`src/rtl/ca_gen_pkg.sv`:
```
// Package: shared types for the cellular automaton pattern generator.
// Assumes: one rule bit per cell, 1 = rule 150, 0 = rule 90.
package ca_gen_pkg;

    typedef enum logic {
        RULE_90  = 1'b0,
        RULE_150 = 1'b1
    } cell_rule_e;

endpackage

```
`src/rtl/ca_rule_store.sv`:
```
// Module: ca_rule_store
// Holds the per-cell rule vector. It is written only on the load strobe
// and reset to RULE_INIT.
// Assumes: synchronous active-low reset.
module ca_rule_store #(
    parameter int          N         = 4,
    parameter logic [N-1:0] RULE_INIT = 4'b0101
) (
    input  logic         clk,
    input  logic         rst_n,
    input  logic         load_i,
    input  logic [N-1:0] rule_i,
    output logic [N-1:0] rule_o
);

    // Latch the rule vector on load, keep it otherwise.
    always_ff @(posedge clk) begin
        if (!rst_n)      rule_o <= RULE_INIT;
        else if (load_i) rule_o <= rule_i;
    end

endmodule

```
`src/rtl/ca_cell.sv`:
```
// Module: ca_cell
// One automaton cell: a single flop whose next value is picked by its
// local rule (90 or 150) from its two neighbours and itself.
// Assumes: the boundary zeros are supplied by the parent.
module ca_cell
    import ca_gen_pkg::*;
#(
    parameter bit RESET_VAL = 1'b0
) (
    input  logic       clk,
    input  logic       rst_n,
    input  logic       load_i,
    input  logic       seed_i,
    input  logic       step_i,
    input  cell_rule_e rule_i,
    input  logic       lower_i,
    input  logic       upper_i,
    output logic       state_o
);

    logic next_val;

    // Compute the successor value from the selected local rule.
    always_comb begin
        if (rule_i == RULE_150) next_val = lower_i ^ state_o ^ upper_i;
        else                    next_val = lower_i ^ upper_i;
    end

    // Register: reset, then load before step, else hold.
    always_ff @(posedge clk) begin
        if (!rst_n)      state_o <= RESET_VAL;
        else if (load_i) state_o <= seed_i;
        else if (step_i) state_o <= next_val;
    end

endmodule

```
`src/rtl/ca_pattern_gen.sv`:
```
// Module: ca_pattern_gen (top)
// N-cell hybrid rule-90/150 cellular automaton with null boundaries.
// It is used as a pseudo-random pattern source.
// Assumes: N >= 2. The load strobe has priority over the enable.
module ca_pattern_gen
    import ca_gen_pkg::*;
#(
    parameter int           N         = 4,
    parameter logic [N-1:0] SEED_INIT = 4'b1000,
    parameter logic [N-1:0] RULE_INIT = 4'b0101
) (
    input  logic         clk,
    input  logic         rst_n,
    input  logic         load_i,
    input  logic         en_i,
    input  logic [N-1:0] seed_i,
    input  logic [N-1:0] rule_i,
    output logic [N-1:0] pattern_o
);

    localparam int LAST = N - 1;

    logic [N-1:0] rule_q;
    logic [N-1:0] cells;
    logic [N-1:0] lower_n;
    logic [N-1:0] upper_n;

    ca_rule_store #(.N(N), .RULE_INIT(RULE_INIT)) u_rules (
        .clk    (clk),
        .rst_n  (rst_n),
        .load_i (load_i),
        .rule_i (rule_i),
        .rule_o (rule_q)
    );

    for (genvar i = 0; i < N; i++) begin : g_cell
        // Lower neighbour: the cell below, or constant zero at cell 0.
        if (i == 0) begin : g_lo_edge
            assign lower_n[i] = 1'b0;
        end else begin : g_lo_mid
            assign lower_n[i] = cells[i-1];
        end
        // Upper neighbour: the cell above, or constant zero at the last cell.
        if (i == LAST) begin : g_hi_edge
            assign upper_n[i] = 1'b0;
        end else begin : g_hi_mid
            assign upper_n[i] = cells[i+1];
        end

        ca_cell #(.RESET_VAL(SEED_INIT[i])) u_cell (
            .clk     (clk),
            .rst_n   (rst_n),
            .load_i  (load_i),
            .seed_i  (seed_i[i]),
            .step_i  (en_i),
            .rule_i  (cell_rule_e'(rule_q[i])),
            .lower_i (lower_n[i]),
            .upper_i (upper_n[i]),
            .state_o (cells[i])
        );
    end

    assign pattern_o = cells;

endmodule

```
`config.mk`:
```
export PLATFORM = sky130hd
export DESIGN_NAME = ca_pattern_gen
export DESIGN_NICKNAME = d
export VERILOG_FILES = /design/src/rtl/ca_gen_pkg.sv /design/src/rtl/ca_rule_store.sv /design/src/rtl/ca_cell.sv /design/src/rtl/ca_pattern_gen.sv
export SDC_FILE = /design/constraint.sdc
export NUM_CORES = 1
export LEC_CHECK = 0
export ABC_AREA = 1
export BUFFER_PORTS_ARGS = -buffer_cell sky130_fd_sc_hd__buf_2
export CAP_MARGIN = 5
export CORE_AREA = 2 2 39 41
export DETAILED_ROUTE_END_ITERATION = 16
export DIE_AREA = 0 0 41 43
export PLACE_DENSITY = 0.67
export SYNTH_ARGS = -nofsm -noshare
export SYNTH_HDL_FRONTEND = slang
export SYNTH_HIERARCHICAL = 1
export SYNTH_SLANG_ARGS = --single-unit
```
`constraint.sdc`:
```
create_clock -name clk -period 1.3 [get_ports clk]
set_clock_uncertainty 0.1 [all_clocks]
set_input_delay 0.13 -clock clk [delete_from_list [all_inputs] [get_ports clk]]
set_output_delay 0.13 -clock clk [all_outputs]
set_load 0.02 [all_outputs]
```
==> qor.csv <==
metric,value,unit
status,"complete, no violations",
reg2reg_to,g_cell[1].u_cell/state_o,
syn_avg_cell_area,5.31,µm²
drive_gt1_frac,0.150,
post-route-period-util,0.875,
chipHeight,43,µm
path_class,reg2out,
hpwl,784,µm
fin_nets,134,
end_kind,primary output,
postRouteAntennaNets,0,
rows,14,
first_pass_iters,4,
grt.total_usage,0.145,
worstSkewPairLatency,250,ps
critical_path_arrival,910,ps
critPathTopFamily,flip-flops,
power_density,932,mW/mm²
drv_slew,0,
coreArea,0.00138,mm²
clkTransAtPathRegs,60,ps
routedWlPerCell,7.47,µm
cts_tree,yes,
critical_path.max_fanout,7,
rrSetupSlack,260,ps
multi_input_area,273,µm²
fmax,880,MHz
n_fill_cell,156,
area.sequential,160,µm²
viasPerCell,4.12,
critPathBufInv,1,
port_buffers,15,
grt_pass1_wl,1.79,mm
post_cts_buffers,0,
remaining_drc_errors,0,
synth_top_area_frac,0.311,
routed_wl,1.02,mm
hp-start,rst_n,
synth_top_area_cell,dfxtp_1,
rsz0062_at_grt,no,
io_pins,16,
crit_chain,buf_2,
final_cell_area,664,µm²
synth_area_leaders,"dfxtp_1 (31%), nand2_1 (27%), inv_1 (18%), nand3_1 (9.7%), nor2_1 (6.6%)",
cts.sinks,8,
place.gp.congestion,0.734,
netlist_area,515,µm²
layout_commonest_cell,nand2_1,
hold_violations,0,
min_to,u_rules/rule_o[2],
die-width,41,µm
grt_pass1_vias,459,
worst_slack,163,ps
num_antenna_cells,0,
gr-total-overflow,0,
dieArea,0.00176,mm²
slowest_delay,450,ps
initial_core_util,0.373,
grt_max_degree,17,
worstRegToRegCells,6,
setup_viol,0,
ys_ff_latch,8,
yosysWarningCount,6,
drt_first_iter_violations,13,
max-clock-path-buffers,2,
reg2reg_from,g_cell[2].u_cell/state_o,
cts_buffers,3,
place_area,622,µm²
maxCapViolCount,0,
cts_max_level,1,
required,1070,ps
critPathSlowestCell,dfxtp_1,
clockRootBuffer,clkbuf_4,
min_period,1140,ps
via_count,560,
synth-seq-area-share,0.311,
synthCells,97,
p_leak,0.425,nW
cp-start-kind,flip-flop,
min_path_type,in2reg,
area.growth.synth_to_final,28.9,%
dp_slack,277,ps
tns,0,ps
ir_drop,0.603,mV
synth.distinct_cells,8,
antenna_found_initial,0,
hold_depth,2,
final_cell_mix,"nand2_1 (37), inv_1 (25), buf_2 (15), nand3_1 (10), nor2_1 (9)",
## Yosys cell counts (all sizes together)
master and count:
nor2 9, conb 1, dfxtp 8, o21ai 3
inv 25, nand3 10, a21oi 4, nand2 37
## final cells by class
type / instances / share of cell area
well taps: 16 / 0.0301
repair buffers: 17 / 0.143
multi-input cells: 67 / 0.411
flip-flops and latches: 8 / 0.241
clock buffers: 3 / 0.0339
inverters: 25 / 0.141
## metal layers
| metal | up-vias | track usage | part of all wire |
|---|---|---|---|
| met1 | 220 | 0.211 | 0.53 |
| met4 | 0 | 0.0600 | 0.0089 |
| met5 | - | 0 | 0 |
| met2 | 12 | 0.191 | 0.43 |
| li1 | 326 | - | - |
| met3 | 2 | 0.0471 | 0.034 |
## how the worst max path moves through the flow
stage,to,slack (ps),start,depth (start not counted)
after floorplan,g_cell[1].u_cell/state_o,250,g_cell[2].u_cell/state_o,6
after global placement,g_cell[1].u_cell/state_o,270,g_cell[2].u_cell/state_o,6
after detailed placement,g_cell[1].u_cell/state_o,280,g_cell[2].u_cell/state_o,6
after CTS,pattern_o[2],150,g_cell[2].u_cell/state_o,1
after global routing,pattern_o[2],120,g_cell[2].u_cell/state_o,1
final,pattern_o[2],160,g_cell[2].u_cell/state_o,1
## cell families after synthesis
logic type	Yosys count	share of synthesized area
flip-flops	8	0.311
other	1	0.00727
AND/OR/NAND/NOR	56	0.432
buffers and inverters	25	0.182
AO/OA/AOI/OAI	7	0.0680
## state kept, by name, indices dropped and copies added (netlist names)
| name | cells |
|---|---|
| g_cell.u_cell/state_o | 4 |
| u_rules/rule_o | 4 |
## power by group
part / internal, mW / leakage, nW / switching (mW)
clock: 0.106 / 0.0138 / 0.0845
sequential: 0.265 / 0.0667 / 0.0190
combinational: 0.0606 / 0.344 / 0.0847
## timing repair
action,4_1_cts,5_1_grt
endpoints found under the hold margin,2,0
hold buffers,2,0
resized for setup,0,0
## stage by stage
step	std cells	power, mW	util	hold WS, ps
3_3_place_gp	131	0.427	0.449	240
5_1_grt	136	0.668	0.480	53.2
6_report	136	0.619	0.480	41.4
3_5_place_dp	131	0.430	0.449	252
2_1_floorplan	100	0.380	-	114
4_1_cts	136	0.624	0.480	42.0
No activity file was read; power rests on OpenSTA's default activity.
